File: src/rtl/pwm_pkg.sv
package pwm_pkg;

  localparam logic [4:0] OFF_PRE  = 5'h00;
  localparam logic [4:0] OFF_MOD  = 5'h04;
  localparam logic [4:0] OFF_DUTY = 5'h08;
  localparam logic [4:0] OFF_EN   = 5'h18;

  typedef enum logic [2:0] {
    SEL_PRE,
    SEL_MOD,
    SEL_DUTY,
    SEL_EN,
    SEL_NONE
  } reg_kind_e;

  // Map an in-window byte offset to the register it names.
  function automatic reg_kind_e decode_off(input logic [4:0] off);
    case (off)
      OFF_PRE:  return SEL_PRE;
      OFF_MOD:  return SEL_MOD;
      OFF_DUTY: return SEL_DUTY;
      OFF_EN:   return SEL_EN;
      default:  return SEL_NONE;
    endcase
  endfunction

  // Number of steps per period: a zero modulus counts as a single step.
  function automatic int unsigned steps_per_period(input int unsigned modulus);
    return (modulus == 0) ? 1 : modulus;
  endfunction

endpackage

File: src/rtl/pwm_chan_regs.sv
module pwm_chan_regs #(
  parameter int PRE_W  = 8,
  parameter int MOD_W  = 8,
  parameter int DUTY_W = 16
) (
  input  logic              clk,
  input  logic              rst_n,
  input  logic              wr_pre,
  input  logic              wr_mod,
  input  logic              wr_duty,
  input  logic              wr_en,
  input  logic [DUTY_W-1:0] wdata,
  output logic [PRE_W-1:0]  stg_pre,
  output logic [MOD_W-1:0]  stg_mod,
  output logic [DUTY_W-1:0] stg_duty,
  output logic              en,
  output logic [PRE_W-1:0]  cmt_pre,
  output logic [MOD_W-1:0]  cmt_mod,
  output logic [DUTY_W-1:0] cmt_duty
);

  always_ff @(posedge clk or negedge rst_n) begin
    if (!rst_n) begin
      stg_pre  <= '0;
      stg_mod  <= '0;
      stg_duty <= '0;
      en       <= 1'b0;
      cmt_pre  <= '0;
      cmt_mod  <= '0;
      cmt_duty <= '0;
    end else begin
      if (wr_pre) stg_pre <= wdata[PRE_W-1:0];
      if (wr_mod) stg_mod <= wdata[MOD_W-1:0];
      if (wr_en)  en      <= wdata[0];
      if (wr_duty) begin
        // The duty write is the commit point for the whole set.
        stg_duty <= wdata;
        cmt_duty <= wdata;
        cmt_pre  <= stg_pre;
        cmt_mod  <= stg_mod;
      end
    end
  end

endmodule

File: src/rtl/pwm_chan_core.sv
module pwm_chan_core #(
  parameter int PRE_W  = 8,
  parameter int MOD_W  = 8,
  parameter int DUTY_W = 16
) (
  input  logic              clk,
  input  logic              rst_n,
  input  logic              en,
  input  logic [PRE_W-1:0]  cmt_pre,
  input  logic [MOD_W-1:0]  cmt_mod,
  input  logic [DUTY_W-1:0] cmt_duty,
  output logic [MOD_W-1:0]  step_o,
  output logic [MOD_W-1:0]  act_mod_o,
  output logic [DUTY_W-1:0] act_duty_o,
  output logic              period_end_o,
  output logic              pwm_o
);

  localparam int CMP_W = (DUTY_W > MOD_W) ? DUTY_W : MOD_W;

  logic [PRE_W-1:0]  pcnt, act_pre;
  logic [MOD_W-1:0]  scnt, act_mod;
  logic [DUTY_W-1:0] act_duty;
  logic [MOD_W:0]    step_next, mod_eff;
  logic              tick_end;

  assign tick_end     = (pcnt == act_pre);
  assign step_next    = {1'b0, scnt} + 1'b1;
  assign mod_eff      = (MOD_W+1)'(pwm_pkg::steps_per_period(32'(act_mod)));
  assign period_end_o = en && tick_end && (step_next >= mod_eff);

  always_ff @(posedge clk or negedge rst_n) begin
    if (!rst_n) begin
      pcnt     <= '0;
      scnt     <= '0;
      act_pre  <= '0;
      act_mod  <= '0;
      act_duty <= '0;
    end else if (!en) begin
      // Stopped: counters parked, active set follows the committed one.
      pcnt     <= '0;
      scnt     <= '0;
      act_pre  <= cmt_pre;
      act_mod  <= cmt_mod;
      act_duty <= cmt_duty;
    end else if (tick_end) begin
      pcnt <= '0;
      if (period_end_o) begin
        scnt     <= '0;
        act_pre  <= cmt_pre;
        act_mod  <= cmt_mod;
        act_duty <= cmt_duty;
      end else begin
        scnt <= scnt + 1'b1;
      end
    end else begin
      pcnt <= pcnt + 1'b1;
    end
  end

  assign pwm_o      = en && (CMP_W'(scnt) < CMP_W'(act_duty));
  assign step_o     = scnt;
  assign act_mod_o  = act_mod;
  assign act_duty_o = act_duty;

endmodule

File: src/rtl/pwm_bank.sv
module pwm_bank
  import pwm_pkg::*;
#(
  parameter  int NCH    = 4,
  parameter  int PRE_W  = 8,
  parameter  int MOD_W  = 8,
  parameter  int DUTY_W = 16,
  parameter  int DATA_W = 32,
  localparam int CH_W   = (NCH > 1) ? $clog2(NCH) : 1,
  localparam int ADDR_W = CH_W + 5
) (
  input  logic              clk,
  input  logic              rst_n,
  input  logic              bus_we,
  input  logic [ADDR_W-1:0] bus_addr,
  input  logic [DATA_W-1:0] bus_wdata,
  output logic [DATA_W-1:0] bus_rdata,
  output logic [NCH-1:0]    pwm_out
);

  logic [CH_W-1:0] ch_sel;
  reg_kind_e       kind;

  assign ch_sel = bus_addr[ADDR_W-1:5];
  assign kind   = decode_off(bus_addr[4:0]);

  // Per-channel state, named so the bound checker can observe it.
  logic [NCH-1:0][PRE_W-1:0]  stg_pre_q, cmt_pre_q;
  logic [NCH-1:0][MOD_W-1:0]  stg_mod_q, cmt_mod_q, act_mod_q, step_q;
  logic [NCH-1:0][DUTY_W-1:0] stg_duty_q, cmt_duty_q, act_duty_q;
  logic [NCH-1:0]             en_q, period_end;

  logic unused_wdata_hi;
  assign unused_wdata_hi = ^bus_wdata[DATA_W-1:DUTY_W];

  for (genvar g = 0; g < NCH; g++) begin : g_chan
    logic hit;
    assign hit = bus_we && (ch_sel == CH_W'(g));

    pwm_chan_regs #(.PRE_W(PRE_W), .MOD_W(MOD_W), .DUTY_W(DUTY_W)) u_regs (
      .clk      (clk),
      .rst_n    (rst_n),
      .wr_pre   (hit && kind == SEL_PRE),
      .wr_mod   (hit && kind == SEL_MOD),
      .wr_duty  (hit && kind == SEL_DUTY),
      .wr_en    (hit && kind == SEL_EN),
      .wdata    (bus_wdata[DUTY_W-1:0]),
      .stg_pre  (stg_pre_q[g]),
      .stg_mod  (stg_mod_q[g]),
      .stg_duty (stg_duty_q[g]),
      .en       (en_q[g]),
      .cmt_pre  (cmt_pre_q[g]),
      .cmt_mod  (cmt_mod_q[g]),
      .cmt_duty (cmt_duty_q[g])
    );

    pwm_chan_core #(.PRE_W(PRE_W), .MOD_W(MOD_W), .DUTY_W(DUTY_W)) u_core (
      .clk          (clk),
      .rst_n        (rst_n),
      .en           (en_q[g]),
      .cmt_pre      (cmt_pre_q[g]),
      .cmt_mod      (cmt_mod_q[g]),
      .cmt_duty     (cmt_duty_q[g]),
      .step_o       (step_q[g]),
      .act_mod_o    (act_mod_q[g]),
      .act_duty_o   (act_duty_q[g]),
      .period_end_o (period_end[g]),
      .pwm_o        (pwm_out[g])
    );
  end

  always_comb begin
    bus_rdata = '0;
    if (int'(ch_sel) < NCH) begin
      case (kind)
        SEL_PRE:  bus_rdata = DATA_W'(stg_pre_q[ch_sel]);
        SEL_MOD:  bus_rdata = DATA_W'(stg_mod_q[ch_sel]);
        SEL_DUTY: bus_rdata = DATA_W'(stg_duty_q[ch_sel]);
        SEL_EN:   bus_rdata = DATA_W'(en_q[ch_sel]);
        default:  bus_rdata = '0;
      endcase
    end
  end

endmodule

File: config.mk
export PLATFORM = sky130hd
export DESIGN_NAME = pwm_bank
export DESIGN_NICKNAME = d
export VERILOG_FILES = /design/src/rtl/pwm_pkg.sv /design/src/rtl/pwm_chan_regs.sv /design/src/rtl/pwm_chan_core.sv /design/src/rtl/pwm_bank.sv
export SDC_FILE = /design/constraint.sdc
export NUM_CORES = 1
export LEC_CHECK = 0
export CORE_ASPECT_RATIO = 0.9
export CORE_MARGIN = 2
export CORE_UTILIZATION = 60
export CTS_CLUSTER_SIZE = 24
export DETAILED_ROUTE_END_ITERATION = 12
export PLACE_DENSITY = 0.79
export SLEW_MARGIN = 10
export SYNTH_ARGS = -nofsm -noshare
export SYNTH_HDL_FRONTEND = slang
export SYNTH_SLANG_ARGS = --single-unit
File: constraint.sdc
create_clock -name clk -period 6.9 [get_ports clk]
set_clock_uncertainty 0.15 [all_clocks]
set_input_delay 1.035 -clock clk [delete_from_list [all_inputs] [get_ports clk]]
set_output_delay 1.035 -clock clk [all_outputs]
set_load 0.01 [all_outputs]
==> results of run 1 <==
-- sequential cells by signal (all words and copies together) (netlist names) --
register / count
g_chan.u_regs.cmt_pre: 32
g_chan.u_core.step_o: 32
g_chan.u_core.act_duty_o: 64
g_chan.u_regs.cmt_mod: 32
g_chan.u_regs.stg_mod: 32
g_chan.u_regs.en: 4
g_chan.u_core.act_mod_o: 32
g_chan.u_regs.stg_pre: 32
g_chan.u_core.act_pre: 32
g_chan.u_core.pcnt: 32
g_chan.u_regs.stg_duty: 64
-- synth_stat cells (8+ instances only) --
library cell  instances  share of area
a211oi_1              8         0.0032
a21o_1               12         0.0048
a21oi_1               9         0.0024
a32oi_1              12         0.0056
and2_1               33          0.011
and3_1               15         0.0050
buf_4                34          0.014
buf_6                14         0.0084
clkbuf_1             19         0.0038
dfrtp_1             388           0.52
ha_1                 68          0.045
inv_1                73          0.015
mux2_1               14         0.0084
mux2_2              303           0.18
mux2_4                8         0.0064
mux2i_1               8         0.0043
mux4_2               33          0.040
nand2_1              45         0.0090
nand2b_1             15         0.0050
nand3_1              48          0.013
nor2_1               14         0.0028
nor2b_1              23         0.0077
nor4_1               17         0.0057
o21ai_0              36         0.0096
o22ai_1               9         0.0030
o31ai_1               8         0.0032
xnor2_1              35          0.016
xor2_1               41          0.019
-- per-stage QoR --
| step | instance area [um2] | hold slack (ns) | util |
|---|---|---|---|
| 2_1_floorplan | 18900 | 0.302 | - |
| 3_3_place_gp | 19400 | 0.314 | 0.628 |
| 3_5_place_dp | 19400 | 0.325 | 0.628 |
| 4_1_cts | 20700 | 0.337 | 0.670 |
| 5_1_grt | 20700 | 0.360 | 0.670 |
| 6_report | 20700 | 0.331 | 0.670 |
-- worst max-delay path: cells and delay by family --
kind	cells	cell delay, ns
buf+inv	3	1.64
simple gates	2	0.89
compound gates	1	0.38
-- metal layers --
| metal | routed length (um) | part of all wire |
|---|---|---|
| met1 | 18500 | 0.46 |
| met5 | 0 | 0 |
| met2 | 18800 | 0.47 |
| met3 | 1830 | 0.045 |
| met4 | 1190 | 0.030 |
-- layout make-up --
class | instances | area [um2]
well taps | 409 | 512
multi-input cells | 887 | 8390
fillers | 2153 | 10200
flip-flops and latches | 388 | 9710
clock buffers | 55 | 1140
clock inverters | 12 | 146
inverters | 74 | 278
repair buffers | 53 | 531
-- cells by family after synthesis --
group	Yosys count
DFF	388
muxes	366
and+or+nand+nor	240
buffers and inverters	148
AOI/OAI and AO/OA	121
xor gates and xnor gates	76
adders and majority gates	68
other	1
-- worst paths after layout --
path                                             start                              to  slack (ns)  cells after the start
min reg2reg                g_chan[0].u_regs.cmt_mod[6]     g_chan[0].u_regs.cmt_mod[6]        0.33                      1
min                        g_chan[0].u_regs.cmt_mod[6]     g_chan[0].u_regs.cmt_mod[6]        0.33                      1
max                                        bus_addr[2]                    bus_rdata[6]        1.75                      6
min in group asynchronous                        rst_n   g_chan[0].u_core.act_mod_o[6]        0.44                      1
max in group asynchronous                        rst_n        g_chan[2].u_core.pcnt[5]        4.91                      2
max reg2reg                 g_chan[3].u_core.step_o[2]  g_chan[3].u_core.act_duty_o[8]        3.06                     11
-- power groups by stage --
| stage | Clock (W) | Combinational [W] | Sequential [W] |
|---|---|---|---|
| finish | 0.00212 | 0.000374 | 0.00250 |
| global route | 0.00226 | 0.000413 | 0.00251 |
| CTS | 0.00216 | 0.000379 | 0.00249 |
| detailed placement | 0 | 0.000376 | 0.00253 |
| global placement | 0 | 0.000362 | 0.00253 |
| floorplan | 0 | 0.000262 | 0.00247 |
==> impl_metrics.csv, run 1 <==
group,metric,value,unit
outcome,run_status,"completed",
pwr,power.density_cell_area,241,mW/mm2
setup_path,required,5.71,ns
pwr,sequentialPowerShare,0.500,
clocking,clock_sink_count,388,
synthesis,synthFlopType,"dfrtp_1",
pwr,switchingPower,0.00117,W
timing,final.min_clock_period,5.15,ns
die,num_io_pins,78,
pwr,vdd_drop_max,0.173,mV
setup_path,critical_path_arrival,3.97,ns
placed_design,post-place-cells,1811,
timing,finalSetupTns,0,ns
synthesis,synth_top_family_by_area,"multiplexers",
clocking,cts_hold_buf,0,
timing,final_hold_viols,0,
flow_run,max_cap_violations,0,
synthesis,netlist_area,0.0188,mm2
pwr,p_comb_frac,0.075,
timing,slew_headroom,0.262,
synthesis,synth_fa_ha_area_frac,0.0452,
synthesis,synth_edf_count,0,
timing,finalSetupViolations,0,
clocking,clk_transition_reported_paths,0.06,ns
routing,detail-route-antenna-nets,0,
pwr,internal-power,0.00383,W
die,die_y,172,um
clocking,post_cts_resize_count,0,
global_route,first_global_vias,11500,
synthesis,post_synthesis_simple_gate_area_fraction,0.0747,
timing,rsz_0062_raised_after_global_routing,"false",
global_route,grt_use_met1,0.373,
timing,worst_pin_slew,1.11,ns
setup_path,crit_fanout,11,
die,floorplan.initialDensity,0.608,
setup_path,cp_slowest_stage_delay,0.71,ns
setup_path,critPathSlowestCell,"clkdlybuf4s50_1",
timing,post-route-period-util,0.747,
global_route,grt_pass1_wl,65.2,mm
setup_path,worst_setup_path_end_kind,"output port",
timing,timing.final.ws_setup,1.75,ns
layout,flow.area_growth_from_synthesis,10.1,%
layout,number_of_cells_in_the_finished_layout_apart_from_fillers,1878,
global_route,met3_usage,0.0424,
clocking,ctsRootBufferMaster,"clkbuf_16",
routing,routed_length_per_instance,21.5,um
layout,final_cell_mix,"388 x dfrtp_1, 303 x mux2_2, 73 x inv_1",
synthesis,synth_seq_cells,388,
layout,final_common_cell,"dfrtp_1",
routing,drc,0,
pwr,clock_power_share,0.425,
pwr,p_total,0.00500,W
routing,drt_wl_total,40.3,mm
routing,detailedRoute.firstPassIterationCount,5,
global_route,grt_usage,0.259,
min_path,min-delay-path-class,"flip-flop to flip-flop",
clocking,clock_path_buffers,3,
die,fp.dieArea,0.0328,mm2
setup_path,startpoint_type,"input port",
synthesis,avgSynthCellArea,13.4,um2
global_route,grt_max_degree,135,
clocking,tritoncts.num_buffers,39,
synthesis,synth_cell_type_count,55,
layout,drive_gt1_frac,0.297,
synthesis,synth_compound_area_frac,0.0458,
global_route,grt-busiest-layer,"met2",
synthesis,synth_sequential_area_ratio,0.516,
placed_design,port_buffers,45,
routing,route.vias.total,11300,
synthesis,synth-xor-area-share,0.0354,
synthesis,yosys_warnings,0,
routing,first_iter_violations,759,
setup_path,crit_path_frequent_cell,"clkdlybuf4s50_1",
die,std_cell_rows,61,
clocking,tritoncts,"built",
clocking,clock_latency,0.53,ns
global_route,met2_layer_usage_reported_by_global_route,0.405,
synthesis,multiplexer_fraction_of_the_synthesized_cell_area,0.240,
placed_design,place_congestion,0.901,
placed_design,final_hpwl_from_detailed_placement,28.8,mm
timing,fmax_achieved,194,MHz
routing,drt-vias-per-instance,5.99,
placed_design,detailedPlace.worstSlack,1.77,ns
pwr,netSwitchingFraction,0.233,
setup_path,critical_path.cell_chain,"clkdlybuf4s50_1 > nor4b_1 > nand2b_1 > buf_4 > o22ai_1 > clkdlybuf4s50_1",
clocking,htree_num_levels,2,
global_route,antenna_found_initial,0,
layout,antennaDiodeCount,0,
pwr,cellLeakagePower,10.2,nW
synthesis,async_flop_share,1.00,
clocking,cts.repair_timing.setup_buffer_count,0,
global_route,grt_ovf,0,
setup_path,timing_worst_setup_path_type,"input port to output port",
timing,slew_viol_final,0,
die,fp.dieW,191,um
synthesis,gate_count_of_the_mapped_netlist,1408,
die,core_area,0.0309,mm2
layout,net_count_final,1553,
Note: power is estimated with default switching activity, not from simulation.
==> inputs of run 2 (changes only) <==
==> constraint.sdc (replaced) <==
create_clock -name clk -period 4.75 [get_ports clk]
set_clock_uncertainty 0.15 [all_clocks]
set_input_delay 0.7125 -clock clk [delete_from_list [all_inputs] [get_ports clk]]
set_output_delay 0.7125 -clock clk [all_outputs]
set_load 0.01 [all_outputs]
==> run 2 against run 1 <==
Wire length is 1.5% higher. Sequential power is 45% higher. Worst hold slack worse by 0.27 ns. Combinational power is 47% higher. Critical path type unchanged. Largest cell class unchanged. Highest routed layer unchanged.
==> impl_metrics.csv, run 2 (synthesis results as in run 1) <==
group,metric,value,unit
outcome,run_status,"completed",
layout,net_count_final,1562,
routing,drt-vias-per-instance,6.02,
setup_path,crit_path_frequent_cell,"clkdlybuf4s50_1",
clocking,cts_hold_buf,0,
placed_design,placed_area,0.0195,mm2
timing,final.min_clock_period,4.00,ns
clocking,ctsRootBufferMaster,"clkbuf_16",
timing,rsz_0062_raised_after_global_routing,"false",
timing,hold_slack,0.0604,ns
setup_path,crit_fanout,13,
die,std_cell_rows,61,
timing,slew_viol_final,0,
pwr,cellLeakagePower,10.3,nW
clocking,htree_num_levels,2,
clocking,cts.repair_timing.setup_buffer_count,0,
clocking,tritoncts,"built",
placed_design,detailedPlace.worstSlack,0.774,ns
clocking,clock_path_buffers,3,
timing,slew_headroom,0.305,
placed_design,final_hpwl_from_detailed_placement,29.1,mm
die,die_y,172,um
timing,finalSetupTns,0,ns
timing,timing.final.ws_setup,0.750,ns
die,num_io_pins,78,
routing,routed_length_per_instance,21.7,um
routing,detailedRoute.firstPassIterationCount,5,
pwr,vdd_drop_max,0.271,mV
global_route,first_global_vias,11500,
setup_path,required,3.89,ns
setup_path,wp_buf_inv,2,
clocking,clk_transition_reported_paths,0.06,ns
layout,flow.area_growth_from_synthesis,10.6,%
layout,area_of_all_placed_cells_without_fillers,0.0208,mm2
routing,route.vias.total,11400,
clocking,tritoncts.num_buffers,40,
die,fp.dieArea,0.0328,mm2
die,fp.dieW,191,um
layout,final_common_cell,"dfrtp_1",
timing,worst_pin_slew,1.04,ns
setup_path,worst_setup_path_end_kind,"output port",
layout,regArea,0.00971,mm2
global_route,grt_pass1_wl,66.3,mm
global_route,antenna_found_initial,1,
layout,final_core_util,0.673,
setup_path,critPathSlowestCell,"or4_1",
setup_path,critical_path_arrival,3.14,ns
timing,final_hold_viols,0,
die,core_area,0.0309,mm2
routing,drt_wl_total,41.0,mm
timing,post-route-period-util,0.842,
timing,fmax_achieved,250,MHz
layout,final_cell_mix,"388 x dfrtp_1, 303 x mux2_2, 73 x inv_1",
setup_path,critical_path.top_delay_family,"buffers and inverters",
clocking,post_cts_resize_count,0,
setup_path,cp_slowest_stage_delay,0.88,ns
timing,finalSetupViolations,0,
routing,detail-route-antenna-nets,0,
layout,multi_input_combinational_cell_area,0.00839,mm2
setup_path,timing_worst_setup_path_type,"input port to output port",
clocking,clock_latency,0.53,ns
pwr,power.density_cell_area,352,mW/mm2
routing,first_iter_violations,835,
placed_design,place_congestion,0.914,
placed_design,port_buffers,45,
global_route,grt_usage,0.261,
routing,drc,0,
setup_path,critical_path.cell_chain,"clkdlybuf4s50_1 > or4_1 > o22ai_1 > clkdlybuf4s50_1",
global_route,grt_max_degree,108,
die,floorplan.initialDensity,0.608,
layout,fillers,2141,
flow_run,max_cap_violations,0,
clocking,clock_sink_count,388,
global_route,grt_ovf,0,
layout,drive_gt1_frac,0.301,
setup_path,startpoint_type,"input port",
min_path,min-delay-path-class,"input port to async pin",
-- run 2: changes by cell type in the layout (fill, tap and decap cells not counted) --
cell,before,now
clkinv_4,0,2
diode_2,0,1
inv_6,1,0
clkbuf_1,8,11
clkinvlp_4,3,0
buf_12,2,3
buf_4,6,13
clkbuf_8,6,8
-- run 2: area by class of cell --
cell class / instances / area share
diodes: 1 / 0.000120
clock buffers: 60 / 0.0566
clock inverters: 10 / 0.00638
inverters: 74 / 0.0134
multi-input cells: 887 / 0.403
flip-flops and latches: 388 / 0.467
well taps: 409 / 0.0246
repair buffers: 61 / 0.0290
-- run 2: path summary, 6_finish.rpt --
check / start / end / slack, ns / cells past startpoint
setup / recovery: bus_addr[4] / bus_rdata[6] / 0.75 / 4
hold / removal: rst_n / g_chan[0].u_core.step_o[5] / 0.06 / 1
setup reg to reg: g_chan[2].u_core.step_o[0] / g_chan[2].u_core.act_pre[7] / 1.13 / 12
hold reg to reg: g_chan[1].u_regs.cmt_mod[0] / g_chan[1].u_core.act_mod_o[0] / 0.34 / 1
max in group asynchronous: rst_n / g_chan[2].u_regs.cmt_mod[0] / 3.30 / 2
min in group clk: g_chan[1].u_regs.cmt_mod[0] / g_chan[1].u_core.act_mod_o[0] / 0.34 / 1
-- run 2: routing by layer --
| layer | vias to the layer above | global-route usage | share of wire | wire length [um] |
|---|---|---|---|---|
| li1 | 5105 | - | - | - |
| met1 | 5931 | 0.378 | 0.45 | 18600 |
| met4 | 0 | 0.0677 | 0.022 | 913 |
| met3 | 62 | 0.0367 | 0.050 | 2060 |
| met5 | - | 0 | 0 | 0 |
| met2 | 286 | 0.419 | 0.47 | 19400 |
-- run 2: report_power, final --
part           switching, W  internal [W]  leakage, nW
sequential         0.000168       0.00346         5.35
combinational      0.000275      0.000274         4.30
clock               0.00126       0.00187        0.646
total               0.00171       0.00561         10.3
-- run 2: through the flow --
stage | total power (W) | instances
CTS | 0.00736 | 1889
global route | 0.00758 | 1890
floorplan | 0.00397 | 1423
finish | 0.00732 | 1890
global placement | 0.00420 | 1819
detailed placement | 0.00423 | 1819
-- run 2: worst register-to-register path: cells and delay by family (launching register included) --
kind	cells	cell delay, ns
flip-flops	1	0.48
AND/OR/NAND/NOR	6	0.97
multiplexers	1	0.40
buffers and inverters	1	0.40
adder cells (fa/ha/maj)	2	0.58
AO/OA/AOI/OAI	2	0.52
